[config.mk]
export PLATFORM = sky130hd
export DESIGN_NAME = sdma_port
export DESIGN_NICKNAME = d
export VERILOG_FILES = /design/src/rtl/sdma_pkg.sv /design/src/rtl/sdma_addr_gen.sv /design/src/rtl/sdma_irq_det.sv /design/src/rtl/sdma_rd_buf.sv /design/src/rtl/sdma_ctl_stat.sv /design/src/rtl/sdma_port.sv
export SDC_FILE = /design/constraint.sdc
export NUM_CORES = 1
export LEC_CHECK = 0
export BUFFER_PORTS_ARGS = -buffer_cell sky130_fd_sc_hd__buf_2
export CAP_MARGIN = 20
export CORE_MARGIN = 8
export CORE_UTILIZATION = 53
export CTS_CLUSTER_DIAMETER = 50
export DETAILED_ROUTE_END_ITERATION = 7
export PLACE_DENSITY = 0.9
export SLEW_MARGIN = 5
export SYNTH_ARGS = -nofsm -noshare
export SYNTH_HDL_FRONTEND = slang
export SYNTH_SLANG_ARGS = --single-unit
export TNS_END_PERCENT = 20
[constraint.sdc]
create_clock -name clk -period 5 [get_ports clk]
set_clock_uncertainty 0.1 [all_clocks]
set_input_delay 0.25 -clock clk [delete_from_list [all_inputs] [get_ports clk]]
set_output_delay 0.25 -clock clk [all_outputs]
set_load 0.03 [all_outputs]
[src/rtl/sdma_pkg.sv]
// Shared definitions for the sound RAM DMA port.
// Assumes a 16-bit control register with the IRQ enable at bit 6 and
// the transfer mode field at bits 5:4.
package sdma_pkg;
    typedef enum logic [1:0] {
        ST_IDLE = 2'd0,
        ST_RUN  = 2'd1,
        ST_FIN  = 2'd2
    } sdma_state_e;

    localparam int CTRL_W      = 16;
    localparam int CTRL_IRQ_EN = 6;
    localparam int CTRL_MODE_H = 5;
    localparam int CTRL_MODE_L = 4;
    localparam int READ_TAIL   = 19;
    localparam int IRQ_BIT0    = 2;
    localparam int PEND_BIT0   = 1;
endpackage

[src/rtl/sdma_addr_gen.sv]
// Transfer address register with the direction-specific end rules.
// Assumes load, step and the two finish strobes are mutually exclusive
// by the caller's sequencing; load has priority if they are not.
module sdma_addr_gen #(
    parameter int ADDR_W = 20,
    parameter logic [ADDR_W-1:0] WIN_LO = '0,
    parameter logic [ADDR_W-1:0] WIN_HI = '1,
    parameter int TAIL = 19
) (
    input  logic              clk,
    input  logic              rst_n,
    input  logic              ld,
    input  logic [ADDR_W-1:0] ld_val,
    input  logic              step,
    input  logic              fin_rd,
    input  logic              fin_wr,
    output logic [ADDR_W-1:0] addr
);
    localparam logic [ADDR_W-1:0] TAIL_V = ADDR_W'(TAIL);

    // Purpose: hold, advance and fold the transfer address.
    always_ff @(posedge clk) begin
        if (!rst_n) begin
            addr <= '0;
        end else if (ld) begin
            addr <= ld_val;
        end else if (step) begin
            addr <= addr + 1'b1;
        end else if (fin_rd) begin
            addr <= addr + TAIL_V;
        end else if (fin_wr && (addr > WIN_HI)) begin
            addr <= WIN_LO;
        end
    end
endmodule

[src/rtl/sdma_irq_det.sv]
// IRQ address comparator. A point check compares one accessed address;
// a range check covers base..base+len inclusive without wrap.
// Assumes the strobes are single-cycle; the hit output is registered.
module sdma_irq_det #(
    parameter int ADDR_W = 20,
    parameter int CNT_W  = 16
) (
    input  logic              clk,
    input  logic              rst_n,
    input  logic              en,
    input  logic [ADDR_W-1:0] irq_addr,
    input  logic              pt_chk,
    input  logic [ADDR_W-1:0] pt_addr,
    input  logic              rng_chk,
    input  logic [ADDR_W-1:0] rng_base,
    input  logic [CNT_W-1:0]  rng_len,
    output logic              hit
);
    localparam int SUM_W = ((ADDR_W > CNT_W) ? ADDR_W : CNT_W) + 1;

    logic [SUM_W-1:0] rng_end;
    logic             in_rng;
    logic             pt_eq;

    // Purpose: form the range end and both compare results.
    always_comb begin
        rng_end = SUM_W'(rng_base) + SUM_W'(rng_len);
        in_rng  = (SUM_W'(irq_addr) >= SUM_W'(rng_base)) &&
                  (SUM_W'(irq_addr) <= rng_end);
        pt_eq   = (pt_addr == irq_addr);
    end

    // Purpose: register a one-cycle hit when an enabled check matches.
    always_ff @(posedge clk) begin
        if (!rst_n) begin
            hit <= 1'b0;
        end else begin
            hit <= en && ((pt_chk && pt_eq) || (rng_chk && in_rng));
        end
    end
endmodule

[src/rtl/sdma_rd_buf.sv]
// Two-entry buffer for words returned by the synchronous RAM.
// Assumes the caller never pushes into a full buffer and never pops
// an empty one.
module sdma_rd_buf #(
    parameter int W = 16
) (
    input  logic         clk,
    input  logic         rst_n,
    input  logic         push,
    input  logic [W-1:0] push_data,
    input  logic         pop,
    output logic         valid,
    output logic [W-1:0] data,
    output logic [1:0]   level
);
    logic [W-1:0] q0;
    logic [W-1:0] q1;

    // Purpose: keep the oldest word in q0 and count occupancy.
    always_ff @(posedge clk) begin
        if (!rst_n) begin
            q0    <= '0;
            q1    <= '0;
            level <= 2'd0;
        end else begin
            case ({push, pop})
                2'b10: begin
                    if (level == 2'd0) q0 <= push_data;
                    else               q1 <= push_data;
                    level <= level + 2'd1;
                end
                2'b01: begin
                    q0    <= q1;
                    level <= level - 2'd1;
                end
                2'b11: begin
                    if (level == 2'd1) begin
                        q0 <= push_data;
                    end else begin
                        q0 <= q1;
                        q1 <= push_data;
                    end
                end
                default: ;
            endcase
        end
    end

    assign valid = (level != 2'd0);
    assign data  = q0;
endmodule

[src/rtl/sdma_ctl_stat.sv]
// Control register, DMA-ready status, IRQ flag and completion-pending
// bit for one core. Assumes CORE is 0 or 1.
module sdma_ctl_stat
    import sdma_pkg::*;
#(
    parameter int CORE = 0
) (
    input  logic              clk,
    input  logic              rst_n,
    input  logic              ctrl_we,
    input  logic [CTRL_W-1:0] ctrl_wdata,
    input  logic              ack,
    input  logic              start_acc,
    input  logic              hit,
    input  logic              irq_clr,
    input  logic              done_evt,
    output logic [CTRL_W-1:0] ctrl_q,
    output logic              dma_rdy,
    output logic [3:0]        irq_info,
    output logic [2:0]        evt_pend
);
    localparam int IB = IRQ_BIT0 + CORE;
    localparam int PB = PEND_BIT0 + CORE;

    logic [CTRL_W-1:0] ctrl_nx;
    logic              flag_q;
    logic              pend_q;

    // Purpose: merge a software write with the acknowledge's mode clear.
    always_comb begin
        ctrl_nx = ctrl_we ? ctrl_wdata : ctrl_q;
        if (ack) ctrl_nx[CTRL_MODE_H:CTRL_MODE_L] = '0;
    end

    // Purpose: update control, ready, IRQ flag and pending state.
    always_ff @(posedge clk) begin
        if (!rst_n) begin
            ctrl_q  <= '0;
            dma_rdy <= 1'b1;
            flag_q  <= 1'b0;
            pend_q  <= 1'b0;
        end else begin
            ctrl_q <= ctrl_nx;
            if (start_acc)  dma_rdy <= 1'b0;
            else if (ack)   dma_rdy <= 1'b1;
            if (hit)          flag_q <= 1'b1;
            else if (irq_clr) flag_q <= 1'b0;
            if (done_evt) pend_q <= 1'b1;
            else if (ack) pend_q <= 1'b0;
        end
    end

    // Purpose: place the per-core bits in the shared flag words.
    always_comb begin
        irq_info     = '0;
        irq_info[IB] = flag_q;
        evt_pend     = '0;
        evt_pend[PB] = pend_q;
    end
endmodule

[src/rtl/sdma_port.sv]
// Sound RAM DMA port for one core: sequences read and write transfers
// between host word streams and a synchronous RAM (one-cycle read
// latency), with IRQ address matching and status handling.
// Assumes ADDR_W >= 14 so both core windows fit.
module sdma_port
    import sdma_pkg::*;
#(
    parameter int CORE     = 0,
    parameter int ADDR_W   = 20,
    parameter int DATA_W   = 16,
    parameter int CNT_W    = 16,
    parameter int WIN_BASE = 'h2000,
    parameter int WIN_SPAN = 'h400
) (
    input  logic              clk,
    input  logic              rst_n,
    input  logic              taddr_we,
    input  logic [ADDR_W-1:0] taddr_wdata,
    output logic [ADDR_W-1:0] taddr,
    input  logic [ADDR_W-1:0] irq_addr,
    input  logic              ctrl_we,
    input  logic [CTRL_W-1:0] ctrl_wdata,
    output logic [CTRL_W-1:0] ctrl_q,
    input  logic              xfer_start,
    input  logic              xfer_rd,
    input  logic [CNT_W-1:0]  xfer_len,
    input  logic              hw_valid,
    input  logic [DATA_W-1:0] hw_data,
    output logic              hw_ready,
    output logic              hr_valid,
    output logic [DATA_W-1:0] hr_data,
    input  logic              hr_ready,
    output logic              ram_en,
    output logic              ram_we,
    output logic [ADDR_W-1:0] ram_addr,
    output logic [DATA_W-1:0] ram_wdata,
    input  logic [DATA_W-1:0] ram_rdata,
    input  logic              done_ack,
    input  logic              irq_clr,
    output logic              dma_rdy,
    output logic [3:0]        irq_info,
    output logic              irq_pulse,
    output logic [2:0]        evt_pend
);
    localparam logic [ADDR_W-1:0] WIN_LO = ADDR_W'(WIN_BASE + CORE * WIN_SPAN);
    localparam logic [ADDR_W-1:0] WIN_HI = ADDR_W'(WIN_BASE + (CORE + 1) * WIN_SPAN - 1);

    sdma_state_e      state;
    logic             dir_rd;
    logic [CNT_W-1:0] rem;
    logic             rd_inflight;
    logic             busy;
    logic             start_acc;
    logic             wr_fire;
    logic             rd_issue;
    logic             rd_pop;
    logic             run_done;
    logic [1:0]       buf_level;
    logic [1:0]       occ;
    logic             addr_ld;
    logic             hit;

    // Purpose: derive handshakes, RAM strobes and the end-of-run test.
    always_comb begin
        busy      = (state != ST_IDLE);
        start_acc = (state == ST_IDLE) && xfer_start;
        addr_ld   = (state == ST_IDLE) && taddr_we && !xfer_start;
        hw_ready  = (state == ST_RUN) && !dir_rd && (rem != '0);
        wr_fire   = hw_ready && hw_valid;
        rd_pop    = hr_valid && hr_ready;
        occ       = buf_level + {1'b0, rd_inflight};
        rd_issue  = (state == ST_RUN) && dir_rd && (rem != '0) &&
                    ((occ < 2'd2) || rd_pop);
        run_done  = (state == ST_RUN) && (rem == '0) &&
                    (!dir_rd || (!rd_inflight && !hr_valid));
        ram_en    = wr_fire || rd_issue;
        ram_we    = wr_fire;
        ram_addr  = taddr;
        ram_wdata = hw_data;
    end

    // Purpose: transfer sequencer and remaining-word counter.
    always_ff @(posedge clk) begin
        if (!rst_n) begin
            state       <= ST_IDLE;
            dir_rd      <= 1'b0;
            rem         <= '0;
            rd_inflight <= 1'b0;
        end else begin
            rd_inflight <= rd_issue;
            case (state)
                ST_IDLE: if (start_acc) begin
                    state  <= ST_RUN;
                    dir_rd <= xfer_rd;
                    rem    <= xfer_len;
                end
                ST_RUN: begin
                    if (wr_fire || rd_issue) rem <= rem - 1'b1;
                    if (run_done) state <= ST_FIN;
                end
                default: state <= ST_IDLE;
            endcase
        end
    end

    sdma_addr_gen #(
        .ADDR_W (ADDR_W),
        .WIN_LO (WIN_LO),
        .WIN_HI (WIN_HI),
        .TAIL   (READ_TAIL)
    ) u_addr (
        .clk    (clk),
        .rst_n  (rst_n),
        .ld     (addr_ld),
        .ld_val (taddr_wdata),
        .step   (wr_fire || rd_issue),
        .fin_rd ((state == ST_FIN) && dir_rd),
        .fin_wr ((state == ST_FIN) && !dir_rd),
        .addr   (taddr)
    );

    sdma_irq_det #(
        .ADDR_W (ADDR_W),
        .CNT_W  (CNT_W)
    ) u_irq (
        .clk      (clk),
        .rst_n    (rst_n),
        .en       (ctrl_q[CTRL_IRQ_EN]),
        .irq_addr (irq_addr),
        .pt_chk   (rd_issue),
        .pt_addr  (taddr),
        .rng_chk  (start_acc && !xfer_rd),
        .rng_base (taddr),
        .rng_len  (xfer_len),
        .hit      (hit)
    );

    sdma_rd_buf #(
        .W (DATA_W)
    ) u_rbuf (
        .clk       (clk),
        .rst_n     (rst_n),
        .push      (rd_inflight),
        .push_data (ram_rdata),
        .pop       (rd_pop),
        .valid     (hr_valid),
        .data      (hr_data),
        .level     (buf_level)
    );

    sdma_ctl_stat #(
        .CORE (CORE)
    ) u_stat (
        .clk        (clk),
        .rst_n      (rst_n),
        .ctrl_we    (ctrl_we),
        .ctrl_wdata (ctrl_wdata),
        .ack        (done_ack),
        .start_acc  (start_acc),
        .hit        (hit),
        .irq_clr    (irq_clr),
        .done_evt   (state == ST_FIN),
        .ctrl_q     (ctrl_q),
        .dma_rdy    (dma_rdy),
        .irq_info   (irq_info),
        .evt_pend   (evt_pend)
    );

    assign irq_pulse = hit;
endmodule

==> impl_metrics.env, run 1 <==
export IMPL_status="completed"
export IMPL_dp_hpwl_mm=17.5
export IMPL_worstSetupEndpointType="register"
export IMPL_portBuffers=177
export IMPL_nets=1214
export IMPL_synth_area_leaders="dfxtp_1 26%, ha_1 11%, nor2_1 5.9%, mux2i_1 4.7%, buf_4 4.7%"
export IMPL_crit_slowest_cell="dfxtp_1"
export IMPL_drc_errors=0
export IMPL_maxCapViolations=0
export IMPL_ys_warn_count=0
export IMPL_synth_avg_cell_area_um2=7.92
export IMPL_fin_cells=1217
export IMPL_cellLeakagePower_nw=3.57
export IMPL_ctsHoldBuffers=0
export IMPL_slew_headroom_pct=29.4
export IMPL_post_cts_resized=0
export IMPL_min_period_ns=4.17
export IMPL_totalPowerFinal_mw=2.84
export IMPL_cts_tree="done"
export IMPL_drive_gt1_share_pct=23.0
export IMPL_grtUsageTotal_pct=24.7
export IMPL_core_mm2=0.0133
export IMPL_power_switching_mw=1.21
export IMPL_vias=7446
export IMPL_clkTransAtPathRegs_ns=0.08
export IMPL_synth_top_area_share_pct=26.0
export IMPL_critPathBufInv=1
export IMPL_synthArstFlopShare_pct=0
export IMPL_antenna_found_initial=1
export IMPL_hold_viol=0
export IMPL_rsz0062_at_grt="no"
export IMPL_die_h_um=133
export IMPL_max_freq_ghz=0.240
export IMPL_reg2reg_depth=15
export IMPL_worst_path_stages=15
export IMPL_routed_via_density=6.12
export IMPL_area_delta_synth_final_pct=14.4
export IMPL_clkPwrFrac_pct=24.5
export IMPL_clockBufferDepth=2
export IMPL_rrSetupSlack_ns=0.83
export IMPL_grt_pass1_vias=7096
export IMPL_hold_class="in2reg"
export IMPL_path_class="reg2reg"
export IMPL_first_pass_iters=5
export IMPL_synth_top_area_cell="dfxtp_1"
export IMPL_clock_sinks=94
export IMPL_arrival_ns=4.34
export IMPL_finalSetupViolCount=0
export IMPL_postRouteAntennaNets=0
export IMPL_wl_per_cell_um=18.6
export IMPL_cp_cell_sequence="ha_1 -> inv_1 -> fa_1 -> nor2b_1 -> o2111ai_1 -> and3_1 -> o31ai_1 -> nand4_1 -> nor3b_1 -> ha_1 -> a2111o_1 -> a21oi_1 -> o221a_2 -> a211oi_1 -> o31ai_1"
export IMPL_drtIter0Drc=741
export IMPL_holdWs_ns=0.0367
export IMPL_postCtsSetupBuffers=0
export IMPL_tns_ns=0
export IMPL_overflow=0
export IMPL_syn_inst=915
export IMPL_cp_top_family="compound AO/OA/AOI/OAI gates"
export IMPL_synth_seq_cells=94
export IMPL_max_stage_delay_ns=0.55
export IMPL_pwr_share_seq_pct=32.7
export IMPL_grt_pass1_wl_mm=36.0
export IMPL_worst_setup_path_start_kind="register"
export IMPL_die_w_um=133
export IMPL_clkLatencyLatePin_ns=0.36
export IMPL_cts_buffers=9
export IMPL_gp_congestion=0.966
export IMPL_rows=42
export IMPL_tightestPinTransition_ns=1.05
export IMPL_crit_fanout=11
export IMPL_htreeDepth=3
export IMPL_period_share_pct=83.5
export IMPL_synth_area_mm2=0.00724
export IMPL_synth_main_ff_cell="dfxtp_1"
export IMPL_root_buffer="clkbuf_16"
export IMPL_power_frac_comb_pct=42.8
export IMPL_pwr_density_cell_mw_per_mm2=342
export IMPL_die_area_mm2=0.0177
export IMPL_io_pins=215
export IMPL_dpl_cell_count=1196
export IMPL_routed_wl_mm=22.7
export IMPL_ir_worst_vdd_mv=0.191
export IMPL_worstPathRequired_ns=5.17
export IMPL_p_int_mw=1.63
export IMPL_initial_core_util_pct=54.5
export IMPL_hold_depth=3
export IMPL_slew_violations=0
export IMPL_seq_area_frac_synth_pct=26.0
export IMPL_grt_max_degree=51
export IMPL_synth_distinct_cells=82
export IMPL_synth_edff_count=0
export IMPL_p_sw_share_pct=42.7
==> worst paths after layout <==
check	startpoint	to
setup reg to reg	u_addr.addr[0]	u_irq.hit
hold / removal	ctrl_wdata[3]	u_stat.ctrl_q[3]
hold reg to reg	u_stat.pend_q	u_stat.pend_q
setup / recovery	u_addr.addr[0]	u_irq.hit
==> cell usage in the layout, fill, tap and decap left out, types with 11 or more instances in the layout <==
cell      netlist  routed
nand3_1        18      18
mux2i_1        34      34
buf_2          11     177
and3_1         11      11
nor3_1         19      19
nand2_1        65      65
a211oi_1       30      30
a31oi_1        11      11
nand4_1        14      14
nor2_1        113     113
xnor2_1        20      20
buf_4          45      11
a22oi_1        21      21
o21ai_0        61      61
ha_1           64      64
inv_1          38      37
a21oi_1        62      61
dfxtp_1        94      94
==> synthesized netlist by cell type, drive strengths merged, types with 5 or more instances <==
library cell and number:
a21oi 65, a31oi 11, a221oi 5, nand2 66, dfxtp 94, xnor2 20, o31ai 9, nand3 19
nand4 14, xor2 10, buf 61, nand2b 7, or3 5, o21ai 67, clkbuf 24, nand3b 6
nor4 7, and3 11, mux2i 35, a21o 10, a22oi 21, inv 39, nor3 21, nor2 114
a211oi 31, ha 64
==> tightest hold or removal path, cell delays in order <==
cell and delay (ns):
buf_2 0.08, mux2i_1 0.06, nor2_1 0.07
==> layer usage <==
| metal | global-route usage [%] | up-vias | wire length (um) |
|---|---|---|---|
| li1 | - | 3544 | - |
| met1 | 31.3 | 3401 | 9410 |
| met2 | 39.7 | 438 | 10100 |
| met3 | 5.53 | 63 | 2430 |
| met4 | 9.65 | 0 | 699 |
| met5 | 0 | - | 0 |
==> power by group through the flow <==
stage	Clock (mW)	Combinational (mW)	Sequential [mW]
floorplan	0	0.785	1.05
global placement	0	1.16	0.937
detailed placement	0	1.18	0.943
CTS	0.706	1.19	0.927
global route	0.730	1.33	0.940
finish	0.694	1.22	0.928
==> kinds of logic (layout without fill, tap and decap cells) <==
group	count (synthesis)	count (layout)	share of synthesized area [%]
adders and majority gates	65	65	11.3
AOI/OAI and AO/OA	269	269	25.1
DFF	94	94	26.0
muxes	37	37	5.20
buffers and inverters	125	246	9.02
and+or+nand+nor	294	294	19.7
other	1	6	0.0518
xor gates and xnor gates	30	30	3.63
==> area by class of cell <==
cell class,count,area [um2]
Tap cell,176,220
Multi-Input combinational cell,700,4730
Clock inverter,7,77.6
Antenna cell,1,2.50
Sequential cell,94,1880
Clock buffer,9,225
Fill cell,1158,5010
Timing Repair Buffer,190,998
Inverter,40,150
==> state kept, by name (all words and copies together), names as in the netlist <==
register,count
dir_rd,1
u_stat.flag_q,1
rd_inflight,1
u_stat.dma_rdy,1
state,2
u_stat.ctrl_q,16
u_addr.addr,20
u_irq.hit,1
u_rbuf.data,16
u_stat.pend_q,1
u_rbuf.q1,16
u_rbuf.level,2
rem,16
==> stage by stage <==
step / setup WS [ns] / util, % / instance area [um2]
after detailed placement: 0.914 / 59.7 / 7940
after global placement: 1.09 / 59.7 / 7940
final: 0.827 / 62.3 / 8290
after global routing: 0.614 / 62.3 / 8290
after floorplan: 1.22 / - / 7260
after CTS: 0.894 / 62.0 / 8240
No activity file was read; power rests on OpenSTA's default activity.
==> run 2, diff against run 1 <==
==> constraint.sdc (replaced) <==
create_clock -name clk -period 4.2 [get_ports clk]
set_clock_uncertainty 0.1 [all_clocks]
set_input_delay 0.21 -clock clk [delete_from_list [all_inputs] [get_ports clk]]
set_output_delay 0.21 -clock clk [all_outputs]
set_load 0.03 [all_outputs]
==> impl_metrics.env, run 2 (synthesis results as in run 1) <==
export IMPL_status="completed"
export IMPL_rrSetupSlack_ns=0.47
export IMPL_hp_start="ram_rdata[13]"
export IMPL_clkLatencyLatePin_ns=0.36
export IMPL_startpoint="u_addr.addr[1]"
export IMPL_layout_commonest_cell="buf_2"
export IMPL_grtUsageTotal_pct=25.6
export IMPL_portBuffers=177
export IMPL_wl_met1_mm=9.48
export IMPL_min_period_ns=3.73
export IMPL_grt_max_degree=48
export IMPL_hold_class="in2reg"
export IMPL_cellLeakagePower_nw=3.64
export IMPL_hold_viol=0
export IMPL_highest_layer="met4"
export IMPL_final_cell_mix="177 x buf_2, 113 x nor2_1, 94 x dfxtp_1"
export IMPL_gp_congestion=0.965
export IMPL_dp_hpwl_mm=18.1
export IMPL_first_pass_iters=6
export IMPL_multiInputGateArea_mm2=0.00473
export IMPL_met3_length_mm=2.77
export IMPL_routed_wl_mm=23.6
export IMPL_wl_per_cell_um=19.2
export IMPL_maxCapViolations=0
export IMPL_path_class="reg2reg"
export IMPL_area_delta_synth_final_pct=16.1
export IMPL_tightestPinTransition_ns=0.690
export IMPL_drtIter0Drc=702
export IMPL_slew_violations=0
export IMPL_overflow=0
export IMPL_num_antenna_cells=0
export IMPL_worstSetupEndpointType="register"
export IMPL_die_area_mm2=0.0177
export IMPL_largest_register="u_addr.addr"
export IMPL_slew_headroom_pct=53.9
export IMPL_nFillCells=1170
export IMPL_place_ws_ns=0.483
export IMPL_rsz0062_at_grt="no"
export IMPL_tns_ns=0
export IMPL_setup_ws_ns=0.467
export IMPL_cts_tree="done"
export IMPL_worstPathRequired_ns=4.38
export IMPL_crit_slowest_cell="a32oi_1"
export IMPL_core_mm2=0.0133
export IMPL_initial_core_util_pct=54.5
export IMPL_routed_via_density=6.12
export IMPL_root_buffer="clkbuf_16"
export IMPL_drive_gt1_share_pct=23.5
export IMPL_cts_buffers=9
export IMPL_vias=7532
export IMPL_dpl_cell_area_mm2=0.00800
export IMPL_largest_register_ff_count=20
export IMPL_clockBufferDepth=2
export IMPL_antenna_found_initial=0
export IMPL_drc_errors=0
export IMPL_die_w_um=133
export IMPL_worst_setup_path_start_kind="register"
export IMPL_grt_pass1_wl_mm=36.8
export IMPL_ir_worst_vdd_mv=0.191
export IMPL_pwr_density_cell_mw_per_mm2=406
export IMPL_rows=42
export IMPL_register_area_mm2=0.00188
export IMPL_fin_area_mm2=0.00841
export IMPL_cp_cell_sequence="buf_4 -> ha_1 -> a211oi_1 -> o211ai_1 -> a32oi_1 -> nand2b_1 -> a21oi_1 -> xor2_1 -> ha_1 -> and4_1 -> a221oi_1 -> o221a_2 -> a211oi_1 -> o31ai_1"
export IMPL_post_cts_resized=0
export IMPL_grt_pass1_vias=7218
export IMPL_postRouteAntennaNets=0
export IMPL_clock_sinks=94
export IMPL_crit_fanout=11
export IMPL_regToRegStartpoint="u_addr.addr[1]"
export IMPL_finalSetupViolCount=0
export IMPL_max_stage_delay_ns=0.46
export IMPL_die_h_um=133
export IMPL_holdWs_ns=0.00716
export IMPL_max_freq_ghz=0.268
export IMPL_dr_wl_met2_mm=10.5
export IMPL_io_pins=215
export IMPL_period_share_pct=88.9
export IMPL_arrival_ns=3.91
export IMPL_nets=1229
export IMPL_clkTransAtPathRegs_ns=0.08
export IMPL_htreeDepth=3
-- run 2: changes by cell type in the layout (fill, tap and decap cells not counted) --
cell / before / now
buf_4: 11 / 20
dlygate4sd3_1: 0 / 6
buf_6: 0 / 1
buf_8: 2 / 1
clkinv_4: 1 / 0
diode_2: 1 / 0
inv_6: 2 / 3
-- run 2: cell type report --
type | instances | area share [%]
clock buffers | 9 | 2.68
inverters | 40 | 1.79
clock inverters | 7 | 0.923
flip-flops and latches | 94 | 22.4
well taps | 176 | 2.62
multi-input cells | 700 | 56.3
repair buffers | 205 | 13.3
-- run 2: stage by stage --
step                      total power, mW  utilization [%]  instances
after global routing                 3.61             63.2       1231
final                                3.41             63.2       1231
after CTS                            3.40             62.9       1227
after floorplan                      2.19                -        919
after global placement               2.52             60.2       1205
after detailed placement             2.56             60.2       1205
-- run 2: worst paths after layout --
kind / end / cells past startpoint
min reg2reg: u_stat.pend_q / 2
min: u_rbuf.q1[13] / 3
max: u_irq.hit / 14
max reg2reg: u_irq.hit / 14
-- run 2: power by group --
| group | internal (mW) | leakage [nW] | switching, mW |
|---|---|---|---|
| Combinational | 0.529 | 2.73 | 0.960 |
| Clock | 0.423 | 0.144 | 0.404 |
| Sequential | 1.00 | 0.768 | 0.0943 |
-- run 2: metal layers --
metal,vias up,GRT usage (%)
li1,3576,-
met4,0,10.7
met2,451,40.6
met1,3441,31.6
met5,-,0
met3,64,7.65
-- run 2: worst max-delay path, delay by kind of cell, from the launching register on --
kind | cells | cell delay [ns]
xor gates and xnor gates | 1 | 0.19
and+or+nand+nor | 2 | 0.31
AOI/OAI and AO/OA | 8 | 1.99
buffers and inverters | 1 | 0.17
adders and majority gates | 2 | 0.58
DFF | 1 | 0.31
-- run 2: repair_timing --
action | CTS | global route
setup buffers | 0 | 0
hold buffers | 6 | 0
endpoints found under the hold margin | 6 | 0
==> run 3, diff against run 2 <==
--- a/config.mk
+++ b/config.mk
@@ -11,6 +11,7 @@
 export CORE_UTILIZATION = 53
 export CTS_CLUSTER_DIAMETER = 50
 export DETAILED_ROUTE_END_ITERATION = 7
+export MAX_ROUTING_LAYER = met4
 export PLACE_DENSITY = 0.9
 export SLEW_MARGIN = 5
 export SYNTH_ARGS = -nofsm -noshare
==> impl_metrics.env, run 3 (synthesis results as in run 1) <==
export IMPL_status="completed"
export IMPL_drtIter0Drc=650
export IMPL_wl_per_cell_um=19.1
export IMPL_overflow=0
export IMPL_postRouteAntennaNets=0
export IMPL_max_freq_ghz=0.260
export IMPL_clock_sinks=94
export IMPL_die_area_mm2=0.0177
export IMPL_grtUsageTotal_pct=25.9
export IMPL_drc_errors=0
export IMPL_cts_buffers=9
export IMPL_pwr_density_cell_mw_per_mm2=406
export IMPL_die_h_um=133
export IMPL_worst_setup_path_start_kind="register"
export IMPL_io_pins=215
export IMPL_vias=7564
export IMPL_routed_wl_mm=23.6
export IMPL_slew_violations=0
export IMPL_finalSetupViolCount=0
export IMPL_crit_fanout=9
export IMPL_tightestPinTransition_ns=0.678
export IMPL_crit_slowest_cell="o31ai_1"
export IMPL_grt_pass1_wl_mm=36.5
export IMPL_nets=1230
export IMPL_antenna_found_initial=1
export IMPL_tns_ns=0
export IMPL_gp_congestion=0.978
export IMPL_first_pass_iters=5
export IMPL_portBuffers=177
export IMPL_rsz0062_at_grt="no"
export IMPL_totalPowerFinal_mw=3.42
export IMPL_grt_max_degree=47
export IMPL_largest_register="u_addr.addr"
export IMPL_largest_register_ff_count=20
export IMPL_area_delta_synth_final_pct=16.2
export IMPL_initial_core_util_pct=54.5
export IMPL_cp_cell_sequence="inv_1 -> fa_1 -> nor2b_1 -> o2111ai_1 -> and3_1 -> o31ai_1 -> nand4_1 -> nor3b_1 -> ha_1 -> a2111o_1 -> a21oi_1 -> o221a_2 -> a211oi_1 -> o31ai_1"
export IMPL_cellLeakagePower_nw=3.64
export IMPL_root_buffer="clkbuf_16"
export IMPL_worstSetupEndpointType="register"
export IMPL_layout_commonest_cell="buf_2"
export IMPL_slew_headroom_pct=54.7
export IMPL_ir_worst_vdd_mv=0.217
export IMPL_drive_gt1_share_pct=23.6
export IMPL_worstPathRequired_ns=4.38
export IMPL_htreeDepth=3
export IMPL_maxCapViolations=0
export IMPL_grt_pass1_vias=7214
export IMPL_max_stage_delay_ns=0.49
export IMPL_clkTransAtPathRegs_ns=0.08
export IMPL_cpMostUsedCell="o31ai_1"
export IMPL_period_share_pct=91.6
export IMPL_rows=42
export IMPL_arrival_ns=4.03
export IMPL_core_mm2=0.0133
export IMPL_hold_viol=0
export IMPL_holdWs_ns=0.0114
export IMPL_min_period_ns=3.85
export IMPL_dp_hpwl_mm=18.1
export IMPL_final_cell_mix="177 x buf_2, 113 x nor2_1, 94 x dfxtp_1"
export IMPL_die_w_um=133
export IMPL_cts_tree="done"
export IMPL_routed_via_density=6.13
export IMPL_clockBufferDepth=2
export IMPL_hold_class="in2reg"
export IMPL_clkLatencyLatePin_ns=0.35
export IMPL_path_class="reg2reg"
## run 3: cell count changes in the layout (fill, tap and decap cells not counted), sizes merged
cell    delta
inv        -1
buf        +1
clkinv     +1
diode      +2
## run 3: layout make-up
type / instances / area, um2
inverters: 40 / 150
flip-flops and latches: 94 / 1880
multi-input cells: 700 / 4730
well taps: 176 / 220
diodes: 2 / 5.00
repair buffers: 206 / 1120
clock buffers: 9 / 225
fillers: 1157 / 4880
clock inverters: 7 / 77.6
## run 3: worst paths after layout
check | cells after the start | slack, ns | endpoint | from
setup / recovery | 14 | 0.35 | u_irq.hit | u_addr.addr[1]
hold / removal | 3 | 0.01 | u_stat.ctrl_q[14] | ctrl_wdata[14]
setup reg to reg | 14 | 0.35 | u_irq.hit | u_addr.addr[1]
hold reg to reg | 2 | 0.37 | u_stat.pend_q | u_stat.pend_q
## run 3: critical path, delay by kind of cell (launching register included)
kind | cells | cell delay (ns)
simple gates | 4 | 0.66
fa+ha+maj | 2 | 0.75
flops | 1 | 0.47
compound gates | 7 | 1.65
buf+inv | 1 | 0.15
## run 3: where the power goes
group          switching, mW  internal (mW)  leakage, nW
combinational          0.970          0.527         2.73
sequential            0.0954           1.00        0.768
clock                  0.402          0.421        0.144
total                   1.47           1.95         3.64
## run 3: through the flow
step	setup slack (ns)	std cells	util, %	cell area [um2]
after floorplan	0.416	919	-	7260
after global placement	0.467	1207	60.3	8020
after detailed placement	0.394	1207	60.3	8020
after CTS	0.378	1229	63.0	8380
after global routing	0.158	1233	63.3	8410
final	0.351	1234	63.3	8410
## run 3: what timing repair did
action	CTS	global route
endpoints found under the setup margin	0	0
buffers inserted	0	0
endpoints found under the hold margin	6	0
hold buffers	6	0
gates resized for setup	0	0
## run 3: routing by layer
| metal | vias to the layer above | GRT usage [%] | wire length [um] |
|---|---|---|---|
| met1 | 3523 | 31.4 | 9740 |
| met2 | 399 | 40.0 | 10500 |
| met4 | 0 | 11.2 | 782 |
| met3 | 61 | 6.62 | 2510 |
| met5 | - | - | 0 |
| li1 | 3581 | - | - |
